===== src/rtl/sop_array_pkg.sv =====
package sop_array_pkg;

    typedef enum logic [1:0] {
        MODE_PROM = 2'd0,
        MODE_PAL  = 2'd1,
        MODE_PLA  = 2'd2
    } arr_mode_e;

    localparam logic [1:0] MODE_RESERVED = 2'd3;

    function automatic logic mode_code_ok(input logic [1:0] code);
        return code != MODE_RESERVED;
    endfunction

    function automatic int unsigned max_of(input int unsigned a, input int unsigned b);
        return (a > b) ? a : b;
    endfunction

endpackage


===== src/rtl/sop_cfg_store.sv =====
module sop_cfg_store
    import sop_array_pkg::*;
#(
    parameter int N  = 3,
    parameter int P  = 8,
    parameter int M  = 2,
    parameter int AW = 4,
    parameter int DW = 8
) (
    input  logic                       clk,
    input  logic                       rst,
    input  logic                       we,
    input  logic [AW-1:0]              addr,
    input  logic [DW-1:0]              wdata,
    output logic [P-1:0][2*N-1:0]      and_mask,
    output logic [M-1:0][P-1:0]        or_mask,
    output arr_mode_e                  mode_q
);
    localparam logic [AW-1:0] MODE_ADDR = AW'(P + M);

    for (genvar r = 0; r < P; r++) begin : g_and_row
        always_ff @(posedge clk) begin
            if (rst)
                and_mask[r] <= '0;
            else if (we && addr == AW'(r))
                and_mask[r] <= wdata[2*N-1:0];
        end
    end

    for (genvar j = 0; j < M; j++) begin : g_or_row
        always_ff @(posedge clk) begin
            if (rst)
                or_mask[j] <= '0;
            else if (we && addr == AW'(P + j) && mode_q != MODE_PAL)
                or_mask[j] <= wdata[P-1:0];
        end
    end

    always_ff @(posedge clk) begin
        if (rst)
            mode_q <= MODE_PLA;
        else if (we && addr == MODE_ADDR && mode_code_ok(wdata[1:0]))
            mode_q <= arr_mode_e'(wdata[1:0]);
    end

endmodule


===== src/rtl/sop_and_plane.sv =====
module sop_and_plane
    import sop_array_pkg::*;
#(
    parameter int N = 3,
    parameter int P = 8
) (
    input  logic [N-1:0]               in_vec,
    input  logic [P-1:0][2*N-1:0]      and_mask,
    input  arr_mode_e                  mode,
    output logic [P-1:0]               term_vec
);
    localparam int LITS = 2 * N;
    localparam int MINTERMS = 2 ** N;

    logic [LITS-1:0] lit;

    for (genvar i = 0; i < N; i++) begin : g_lit
        assign lit[2*i]   = in_vec[i];
        assign lit[2*i+1] = ~in_vec[i];
    end

    for (genvar k = 0; k < P; k++) begin : g_term
        logic prog_term;
        logic dec_term;

        // a term with no connections is forced low
        assign prog_term = (|and_mask[k]) && (&(lit | ~and_mask[k]));

        if (k < MINTERMS) begin : g_dec
            assign dec_term = (in_vec == N'(k));
        end else begin : g_nodec
            assign dec_term = 1'b0;
        end

        assign term_vec[k] = (mode == MODE_PROM) ? dec_term : prog_term;
    end

endmodule


===== src/rtl/sop_or_plane.sv =====
module sop_or_plane
    import sop_array_pkg::*;
#(
    parameter int P = 8,
    parameter int M = 2
) (
    input  logic [P-1:0]               term_vec,
    input  logic [M-1:0][P-1:0]        or_mask,
    input  arr_mode_e                  mode,
    output logic [M-1:0]               out_vec
);
    localparam int GROUP = P / M;

    for (genvar j = 0; j < M; j++) begin : g_out
        logic [P-1:0] fixed_sel;
        logic [P-1:0] sel;

        for (genvar k = 0; k < P; k++) begin : g_fix
            assign fixed_sel[k] = ((k / GROUP) == j);
        end

        assign sel        = (mode == MODE_PAL) ? fixed_sel : or_mask[j];
        assign out_vec[j] = |(term_vec & sel);
    end

endmodule


===== src/rtl/sop_logic_array.sv =====
module sop_logic_array
    import sop_array_pkg::*;
#(
    parameter int N = 3,
    parameter int P = 8,
    parameter int M = 2,
    localparam int AW = $clog2(P + M + 1),
    localparam int DW = int'(max_of(2 * N, P))
) (
    input  logic            clk,
    input  logic            rst,
    input  logic            cfg_we,
    input  logic [AW-1:0]   cfg_addr,
    input  logic [DW-1:0]   cfg_wdata,
    input  logic [N-1:0]    in_vec,
    output logic [M-1:0]    out_vec
);
    logic [P-1:0][2*N-1:0] and_mask_w;
    logic [M-1:0][P-1:0]   or_mask_w;
    arr_mode_e             mode_w;
    logic [P-1:0]          term_w;

    sop_cfg_store #(.N(N), .P(P), .M(M), .AW(AW), .DW(DW)) u_cfg (
        .clk      (clk),
        .rst      (rst),
        .we       (cfg_we),
        .addr     (cfg_addr),
        .wdata    (cfg_wdata),
        .and_mask (and_mask_w),
        .or_mask  (or_mask_w),
        .mode_q   (mode_w)
    );

    sop_and_plane #(.N(N), .P(P)) u_and (
        .in_vec   (in_vec),
        .and_mask (and_mask_w),
        .mode     (mode_w),
        .term_vec (term_w)
    );

    sop_or_plane #(.P(P), .M(M)) u_or (
        .term_vec (term_w),
        .or_mask  (or_mask_w),
        .mode     (mode_w),
        .out_vec  (out_vec)
    );

endmodule


===== config.mk =====
export PLATFORM = sky130hd
export DESIGN_NAME = sop_logic_array
export DESIGN_NICKNAME = d
export VERILOG_FILES = /design/src/rtl/sop_array_pkg.sv /design/src/rtl/sop_cfg_store.sv /design/src/rtl/sop_and_plane.sv /design/src/rtl/sop_or_plane.sv /design/src/rtl/sop_logic_array.sv
export SDC_FILE = /design/constraint.sdc
export NUM_CORES = 1
export LEC_CHECK = 0
export ABC_AREA = 1
export BUFFER_PORTS_ARGS = -buffer_cell sky130_fd_sc_hd__buf_2
export CORE_MARGIN = 2
export CORE_UTILIZATION = 60
export CTS_CLUSTER_DIAMETER = 50
export DETAILED_ROUTE_END_ITERATION = 16
export PLACE_DENSITY = 0.79
export SLEW_MARGIN = 5
export SYNTH_ARGS = -nofsm -noshare
export SYNTH_HDL_FRONTEND = slang
export SYNTH_SLANG_ARGS = --single-unit

===== constraint.sdc =====
create_clock -name clk -period 4.21 [get_ports clk]
set_input_delay 1.263 -clock clk [delete_from_list [all_inputs] [get_ports clk]]
set_output_delay 1.263 -clock clk [all_outputs]
set_load 0.1 [all_outputs]

==> impl_results.md, run 1 <==
- Grt ovf: 0
- Post-route design area: 0.00368 mm2
- YS warnings: 0
- Area added between synthesis and finish: 10.3%
- RSZ-0062 raised after global routing: no
- Worst Tran Pin Value: 0.659 ns
- Seq/Total Area, Yosys: 0.396
- Placement Cell Area: 0.00349 mm2
- Worst-path clk slew: 0.07 ns
- Post-route setup TNS: 0 ns
- Vias per inst: 5.42
- Fin util: 0.677
- IO Count: 20
- CTS tree: yes
- Post-Synthesis Cells: 510
- Nets: 544
- Hold_buf cts: 0
- Worst-Skew Late Latency: 0.36 ns
- Lkg Pwr: 1.73 nW
- Site Rows: 27
- Arrival @ worst endpoint: 2.62 ns
- Fmax: 258 MHz
- ANT cells: 0
- Total GRT Usage: 0.296
- Clk_skew: 0.00795 ns
- Top-count cell post-synth: nor2_1
- Post-DP HPWL: 5.79 mm
- Initial Util: 0.614
- H-tree Lvls: 3
- Synth Net Count: 528
- HP Class: reg2reg
- Post-cts sizing count: 0
- Initial drt markers: about 220
- Number of synthesized flops with an enable pin: 0
- Largest net degree at the start of global routing: between 60 and 70
- Register bit total from synthesis: 66
- Post-Place Worst Slack: 0.330 ns
- Final WS setup: 0.328 ns
- CP Data Required Time: 2.95 ns
- Initial antenna violation count: 0
- Largest area contributor in the netlist: dfxtp_1
- Die Span X: 78.6 um
- Clock Path Buffers: 2
- Tmin final: 3.88 ns
- Status: complete, no violations
- First-pass GRT wire length: between 10 and 15 mm
- Layout cells sized above 1: 0.140
- Area share of the leading cell type in the synthesized netlist: 0.396
- MaxCap Viol Count: 0
- Max VDD drop: approximately 0.3 mV
- Synth unique cells: 30
- Routed length per placed instance: 14.1 um
- Port Buffers: 19
- CTS root buffer: clkbuf_8
- DRT Pass-1 Iters: 6
- Worst setup SP type: primary input
- PwrDens: 357 mW/mm2
- Hold Slack: 0.459 ns
- Final Hold Fails: 0
- Most instantiated cells after synthesis: 129 x nor2_1, 112 x nand2_1, 66 x dfxtp_1
- Vias in the first global route: approximately 3000
- Setup crit end kind: output port
- Final Max Tran Viols: 0
- CTS sink cnt: 66
- Avg Cell Area, Syn: 6.54 um2
- Antenna viol nets, final: 0
- Chip Height: 78.6 um
- Primary FF master, synth: dfxtp_1
- Setup bufs post-CTS: 0
- Slew headroom: 0.560
- GPL Wtd Cong: between 0.8 and 0.9
- Synth top area cells: dfxtp_1 40%, nor2_1 15%, nand2_1 13%
- # setup viols final: 0
- Core box area: 0.00544 mm2
- FFs w/ async S/R, synth: 0
- Vias: 3257
- Routed wire length: 8.48 mm
- Crit-path max FO: 9
- Cts bufs inserted: 9
- Fillcell total: 469
- Period utilisation layout: 0.922
- Mapped cell area: 0.00334 mm2
- DRC viols: 0
- Worst Path Class, Setup: in2out
- Die area: 0.00617 mm2
[kinds of logic (layout without fill, tap and decap cells)]
family,Yosys count,after routing,synth area share
buffers and inverters,58,77,0.0746
DFF,66,66,0.396
AOI/OAI and AO/OA,94,94,0.148
and+or+nand+nor,292,292,0.381
[final cells by class]
class,instances,area (um2),area share
Multi-Input combinational cell,386,1770,0.480
Sequential cell,66,1320,0.359
Inverter,40,156,0.0425
Timing Repair Buffer,23,155,0.0421
Clock buffer,11,151,0.0411
Tap cell,72,90.1,0.0245
Clock inverter,3,40.0,0.0109
[flip-flops by register name, summed over array words and instances (netlist names)]
signal and flops:
u_cfg.and_mask 48, u_cfg.or_mask 16, u_cfg.mode_q 2
[per-stage QoR]
stage	power (W)	cells
3_5_place_dp	0.000794	587
6_report	0.00131	601
4_1_cts	0.00131	601
2_1_floorplan	0.000750	510
3_3_place_gp	0.000792	587
5_1_grt	0.00135	601
[power by group]
group          switching (W)  internal, W
clock network       0.000234     0.000297
logic              0.0000945    0.0000412
registers         0.00000930     0.000638
total               0.000338     0.000976
[layer usage]
metal / share of wire / track usage / routed length (um)
met1: 0.42 / 0.365 / 3570
met2: 0.46 / 0.492 / 3910
met3: 0.094 / 0.0724 / 796
met4: 0.024 / 0.123 / 202
met5: 0 / 0 / 0
[worst paths after layout]
| kind | startpoint | endpoint | slack, ns | cells past startpoint |
|---|---|---|---|---|
| max | in_vec[1] | out_vec[1] | 0.33 | 12 |
| min reg2reg | u_cfg.or_mask[7] | u_cfg.or_mask[7] | 0.46 | 2 |
| max reg2reg | u_cfg.mode_q[0] | u_cfg.or_mask[1] | 2.51 | 7 |
| min | u_cfg.or_mask[7] | u_cfg.or_mask[7] | 0.46 | 2 |
[critical path, stage by stage]
cell and delay (ns):
buf_2 0.10, clkinv_1 0.28, nand2_1 0.15, nand2_1 0.07
nor2_1 0.10, nand3_1 0.10, nand2_1 0.10, nand2_1 0.06
nand2_1 0.06, nor2_1 0.04, nand2_1 0.11, buf_12 0.19
[cell usage in the layout (no fill, tap or decap), types with 3 or more instances in the layout]
cell      instances
a21oi_1          31
buf_2            17
buf_4             4
clkbuf_8         11
clkinv_2          3
dfxtp_1          66
inv_1            30
inv_2             6
nand2_1         112
nand3_1          26
nor2_1          129
nor2_4            7
o21ai_0          49
o21ai_1           7
o21ai_2           4
or2_2             8
Note: power is estimated with default switching activity, not from simulation.
==> run 2: changes to the inputs <==
--- a/config.mk
+++ b/config.mk
@@ -7,7 +7,7 @@
 export LEC_CHECK = 0
 export ABC_AREA = 1
 export BUFFER_PORTS_ARGS = -buffer_cell sky130_fd_sc_hd__buf_2
-export CORE_MARGIN = 2
+export CORE_MARGIN = 1
 export CORE_UTILIZATION = 60
 export CTS_CLUSTER_DIAMETER = 50
 export DETAILED_ROUTE_END_ITERATION = 16
==> run 2 against run 1 <==
Net effect: fmax is 2.0% lower; global-route usage is 2.1 points higher; setup slack lost 0.079 ns; register-to-register slack got worse by 0.06 ns; non-clock buffer count unchanged; combinational power hardly changed; die area fell by 5.0%; final area is 0.10% higher; clock skew shrank 0.0062 ns; clock power is 2% higher; sequential share of layout area about the same; critical path type unchanged.
==> impl_results.md, run 2 (synthesis gave the netlist of run 1 again) <==
- PwrDens: 360 mW/mm2 (+0.95%)
- Final Max Tran Viols: 0 (unchanged)
- Lkg Pwr: 1.73 nW (about the same)
- CTS sink cnt: 66 (unchanged)
- Status: complete, no violations
- ANT cells: 0 (unchanged)
- Total GRT Usage: 0.317 (+0.0213)
- Sw frac: 0.258 (+0.00109)
- Post-route design area: 0.00368 mm2 (+0.10%)
- Largest net degree at the start of global routing: 62 (unchanged)
- Commonest non-fill, non-tap cells in the layout: 129 x nor2_1, 112 x nand2_1, 66 x dfxtp_1, 49 x o21ai_0, 31 x a21oi_1
- Worst-path clk slew: 0.07 ns (about the same)
- H-tree Lvls: 3 (unchanged)
- Largest register FFs: 48 (unchanged)
- Core box area: 0.00524 mm2 (-3.7%)
- Initial Util: 0.637 (+0.0236)
- Routed wire length: 8.66 mm (+2.2%)
- Clock Path Buffers: 2 (unchanged)
- CP Data Required Time: 2.95 ns (about the same)
- Setup bufs post-CTS: 0 (unchanged)
- Final Hold Fails: 0 (unchanged)
- Vias: 3320 (+1.9%)
- Cts bufs inserted: 9 (unchanged)
- DRC viols: 0 (unchanged)
- DRT Pass-1 Iters: 5 (-1)
- Chip Height: 76.6 um (-2.5%)
- Antenna viol nets, final: 0 (unchanged)
- Setup crit end kind: output port
- Post-DP HPWL: 5.87 mm (+1.4%)
- Worst Tran Pin Value: 0.741 ns (+0.0821 ns)
- Die area: 0.00586 mm2 (-5.0%)
- Initial drt markers: 256 (+17%)
- Comb power frac: 0.103 (about the same)
- Switching power: 0.000343 W (+1.5%)
- Non-Filler Instances: 601 (unchanged)
- HP Class: reg2reg
- Port Buffers: 19 (unchanged)
- CTS root buffer: clkbuf_8
- Area added between synthesis and finish: 10.4%
- Total power: 0.00133 W (+1.0%)
- Grt ovf: 0 (unchanged)
- Placed Cells: 585 (-0.34%)
- CTS tree: yes
- Initial antenna violation count: 0 (unchanged)
- Arrival @ worst endpoint: 2.70 ns (+0.08 ns)
- Die Span X: 76.6 um (-2.5%)
- Fmax: 252 MHz (-2.0%)
- Hold Slack: 0.459 ns (+0.000383 ns)
- Most common cell after layout, fill and taps aside: nor2_1
- GPL Wtd Cong: 0.893 (+0.46%)
- Layout cells sized above 1: 0.137 (-0.00241)
- Worst Path Class, Setup: in2out
- Pint: 0.000985 W (+0.90%)
- Worst setup SP type: primary input
- Hold_buf cts: 0 (unchanged)
- Vias per inst: 5.52 (+1.9%)
- Seq pwr share: 0.487 (-0.005)
- Vias in the first global route: 2942 (-0.41%)
- # setup viols final: 0 (unchanged)
- Clk_skew: 0.00171 ns (-0.00624 ns)
- First-pass GRT wire length: 14.4 mm (+3.3%)
- MaxCap Viol Count: 0 (unchanged)
- Most flop-heavy register: u_cfg.and_mask
- Crit-path max FO: 9 (unchanged)
- Tmin final: 3.96 ns (+0.0786 ns)
- Clock power frac: 0.410 (+0.006)
- IO Count: 20 (unchanged)
- Post-route setup TNS: 0 ns (unchanged)
- Routed length per placed instance: 14.4 um (+2.2%)
- Site Rows: 26 (-3.7%)
- Slew headroom: 0.505 (-0.0548)
- Worst-Skew Late Latency: 0.36 ns (about the same)
- Max VDD drop: 0.288 mV (-1.4%)
- Largest registers: u_cfg.and_mask (48), u_cfg.or_mask (16), u_cfg.mode_q (2)
- Period utilisation layout: 0.941 (+0.0187)
- Post-cts sizing count: 0 (unchanged)
- Nets: 544 (unchanged)
- RSZ-0062 raised after global routing: no
- Placement Cell Area: 0.00349 mm2 (about the same)
## run 2: metrics by stage
| step | setup slack, ns | util |
|---|---|---|
| global route | 0.160 | 0.704 |
| detailed placement | 0.297 | 0.666 |
| CTS | 0.291 | 0.704 |
| global placement | 0.321 | 0.666 |
| finish | 0.250 | 0.704 |
| floorplan | 0.302 | - |
## run 2: area by class of cell
cell class,count,area (um2)
Sequential cell,66,1320
Inverter,40,156
Fill cell,453,1550
Tap cell,70,87.6
Clock buffer,14,163
Clock inverter,2,35.0
Timing Repair Buffer,23,155
Multi-Input combinational cell,386,1770
## run 2: power by group through the flow
| stage | combinational, W | sequential [W] | clock, W |
|---|---|---|---|
| global route | 0.000150 | 0.000648 | 0.000569 |
| CTS | 0.000135 | 0.000646 | 0.000546 |
| global placement | 0.000132 | 0.000660 | 0 |
| floorplan | 0.0000924 | 0.000658 | 0 |
| detailed placement | 0.000134 | 0.000660 | 0 |
| finish | 0.000137 | 0.000647 | 0.000544 |
## run 2: final timing paths
check                   startpoint          endpoint  slack [ns]  cells after the start
setup / recovery         in_vec[1]        out_vec[1]        0.25                     12
hold / removal    u_cfg.or_mask[6]  u_cfg.or_mask[6]        0.46                      2
setup reg to reg   u_cfg.mode_q[0]  u_cfg.or_mask[1]        2.45                      7
hold reg to reg   u_cfg.or_mask[6]  u_cfg.or_mask[6]        0.46                      2
## run 2: critical path, cell delays in order
cell and delay, ns:
buf_2 0.09, clkinv_1 0.29, nand2_1 0.15, nand2_1 0.07
nor2_1 0.12, nand3_1 0.13, nand2_1 0.12, nand2_1 0.06
nand2_1 0.06, nor2_1 0.05, nand2_1 0.11, buf_12 0.18
## run 2: layer usage
| layer | track usage | wire length, um |
|---|---|---|
| met4 | 0.138 | 211 |
| met2 | 0.490 | 3810 |
| met1 | 0.433 | 3820 |
| met3 | 0.0563 | 819 |
| met5 | 0 | 0 |
==> run 3: changes to the inputs <==
--- a/config.mk
+++ b/config.mk
@@ -7,11 +7,14 @@
 export LEC_CHECK = 0
 export ABC_AREA = 1
 export BUFFER_PORTS_ARGS = -buffer_cell sky130_fd_sc_hd__buf_2
+export CELL_PAD_IN_SITES_DETAIL_PLACEMENT = 0
+export CELL_PAD_IN_SITES_GLOBAL_PLACEMENT = 2
 export CORE_MARGIN = 1
-export CORE_UTILIZATION = 60
+export CORE_UTILIZATION = 36
 export CTS_CLUSTER_DIAMETER = 50
 export DETAILED_ROUTE_END_ITERATION = 16
-export PLACE_DENSITY = 0.79
+export GPL_TIMING_DRIVEN = 0
+export PLACE_DENSITY_LB_ADDON = 0.1
 export SLEW_MARGIN = 5
 export SYNTH_ARGS = -nofsm -noshare
 export SYNTH_HDL_FRONTEND = slang
==> run 3 against run 2 <==
Net effect: via count decreased by 6.1%; clock power down 7.9%; first-iteration DRC count shrank 46%; largest cell class unchanged; global-route usage is 10 points lower; flip-flop and latch count stayed put; non-clock buffer count increased by 9; sequential share of layout area shrank 0.47 points.
==> impl_results.md, run 3 (synthesis gave the netlist of run 1 again) <==
- Status: complete, no violations
- Most common cell after layout, fill and taps aside: nor2_1
- Crit path cell chain: buf_2, clkinvlp_4, nand2_1, nand2_1, nor2_1, nand3_1, nand2_1, nand2_1, nand2_1, nor2_1, nand2_1, buf_4
- Cts bufs inserted: 9 (unchanged)
- Initial antenna violation count: 0 (unchanged)
- CP max-delay cell: buf_4
- Die area: 0.00966 mm2 (+65%)
- Initial drt markers: 138 (-46%)
- Lkg Pwr: 1.73 nW (+0.27%)
- CTS root buffer: clkbuf_8
- Worst Tran Pin Value: 0.851 ns (+0.110 ns)
- Core box area: 0.00885 mm2 (+69%)
- Hold_buf cts: 0 (unchanged)
- DRC viols: 0 (unchanged)
- Setup crit end kind: output port
- Die Span X: 98.3 um (+28%)
- DRT Pass-1 Iters: 6 (+1)
- M1 wire length: 4.96 mm (+30%)
- Hold Slack: 0.459 ns (-0.000664 ns)
- Vias in the first global route: 2920 (-0.75%)
- ANT cells: 0 (unchanged)
- Area added between synthesis and finish: 11.9%
- HP Class: reg2reg
- MaxCap Viol Count: 0 (unchanged)
- Routed length per placed instance: 15.0 um (+4.2%)
- Grt ovf: 0 (unchanged)
- Antenna viol nets, final: 0 (unchanged)
- Layout cells sized above 1: 0.141 (+0.00326)
- GPL Wtd Cong: 0.773 (-13%)
- Wire length on met2: 4.41 mm (+16%)
- Initial Util: 0.377 (-0.260)
- CP Data Required Time: 2.95 ns (about the same)
- PwrDens: 345 mW/mm2 (-4.2%)
- Arrival @ worst endpoint: 2.75 ns (+0.05 ns)
- Final Max Tran Viols: 0 (unchanged)
- Worst setup SP type: primary input
- Final Hold Fails: 0 (unchanged)
- Worst-path clk slew: 0.07 ns (about the same)
- Largest net degree at the start of global routing: 11 (-82%)
- Period utilisation layout: 0.953 (+0.0121)
- Total power: 0.00129 W (-2.9%)
- Largest register FFs: 48 (unchanged)
- Most flop-heavy register: u_cfg.and_mask
- Tmin final: 4.01 ns (+0.0510 ns)
- Vias: 3116 (-6.1%)
- Max VDD drop: 0.117 mV (-59%)
- Clk_skew: 0.00673 ns (+0.00502 ns)
- Commonest non-fill, non-tap cells in the layout: 129 x nor2_1, 112 x nand2_1, 66 x dfxtp_1, 49 x o21ai_0, 31 x a21oi_1
- Worst-Skew Late Latency: 0.34 ns (-0.02 ns)
- Nets: 553 (+1.7%)
- Site Rows: 34 (+31%)
- Fin util: 0.422 (-0.282)
- IO Count: 20 (unchanged)
- Largest registers: u_cfg.and_mask (48), u_cfg.or_mask (16), u_cfg.mode_q (2)
- Fillcell total: 975 (+120%)
- Worst path max stage delay: 0.28 ns (about the same)
- Slew headroom: 0.433 (-0.0725)
- Fmax: 249 MHz (-1.3%)
- H-tree Lvls: 3 (unchanged)
- # setup viols final: 0 (unchanged)
- RSZ-0062 raised after global routing: no
- Chip Height: 98.3 um (+28%)
- Port Buffers: 14 (-5)
- Routed wire length: 9.73 mm (+12%)
- Setup bufs post-CTS: 0 (unchanged)
- First-pass GRT wire length: 15.4 mm (+7.5%)
- Crit-path max FO: 9 (unchanged)
- Most frequent CP cell: nand2_1
- Total GRT Usage: 0.214 (-0.104)
- Met3 WL: 272 um (-67%)
- Worst Path Class, Setup: in2out
- CTS tree: yes
- Top Metal Used: met4
- Vias per inst: 4.81 (-13%)
- Clock Path Buffers: 2 (unchanged)
- Post-DP HPWL: 6.74 mm (+15%)
- Post-cts sizing count: 2 (+2)
- CTS sink cnt: 66 (unchanged)
[run 3: final timing paths]
check	to	depth (start not counted)	slack [ns]	startpoint
setup reg to reg	u_cfg.or_mask[1]	7	2.89	u_cfg.mode_q[0]
hold reg to reg	u_cfg.or_mask[7]	2	0.46	u_cfg.or_mask[7]
setup / recovery	out_vec[1]	12	0.20	in_vec[1]
hold / removal	u_cfg.or_mask[7]	2	0.46	u_cfg.or_mask[7]
[run 3: power by group]
| part | switching, W | internal, W | leakage (nW) | total, W |
|---|---|---|---|---|
| Combinational | 0.000102 | 0.0000399 | 1.10 | 0.000142 |
| Clock | 0.000240 | 0.000261 | 0.0965 | 0.000501 |
| Sequential | 0.00000851 | 0.000637 | 0.534 | 0.000646 |
| Total | 0.000351 | 0.000938 | 1.73 | 0.00129 |
[run 3: worst max-delay path: cells and delay by family]
family | cells | cell delay (ns)
buffers and inverters | 3 | 0.67
AND/OR/NAND/NOR | 9 | 0.81
[run 3: layer usage]
metal	vias to the layer above	track usage
li1	1665	-
met1	1398	0.286
met2	46	0.349
met3	7	0.0372
met4	0	0.0677
met5	-	0
[run 3: area by class of cell]
cell class | count | area, um2 | area share
Clock buffer | 14 | 173 | 0.0462
Inverter | 40 | 160 | 0.0429
Tap cell | 108 | 135 | 0.0362
Buffer | 18 | 92.6 | 0.0248
Timing Repair Buffer | 14 | 75.1 | 0.0201
Multi-Input combinational cell | 386 | 1770 | 0.473
Sequential cell | 66 | 1320 | 0.354
Clock inverter | 2 | 10.0 | 0.00268
[run 3: per-stage QoR]
stage / area (um2) / worst slack (ns) / std cells / TNS, ns
2_1_floorplan: 3340 / 0.302 / 510 / 0
3_3_place_gp: 3540 / -0.0683 / 632 / -0.135
3_5_place_dp: 3540 / -0.0522 / 632 / -0.102
4_1_cts: 3730 / 0.0772 / 648 / 0
5_1_grt: 3730 / 0.0915 / 648 / 0
6_report: 3730 / 0.199 / 648 / 0
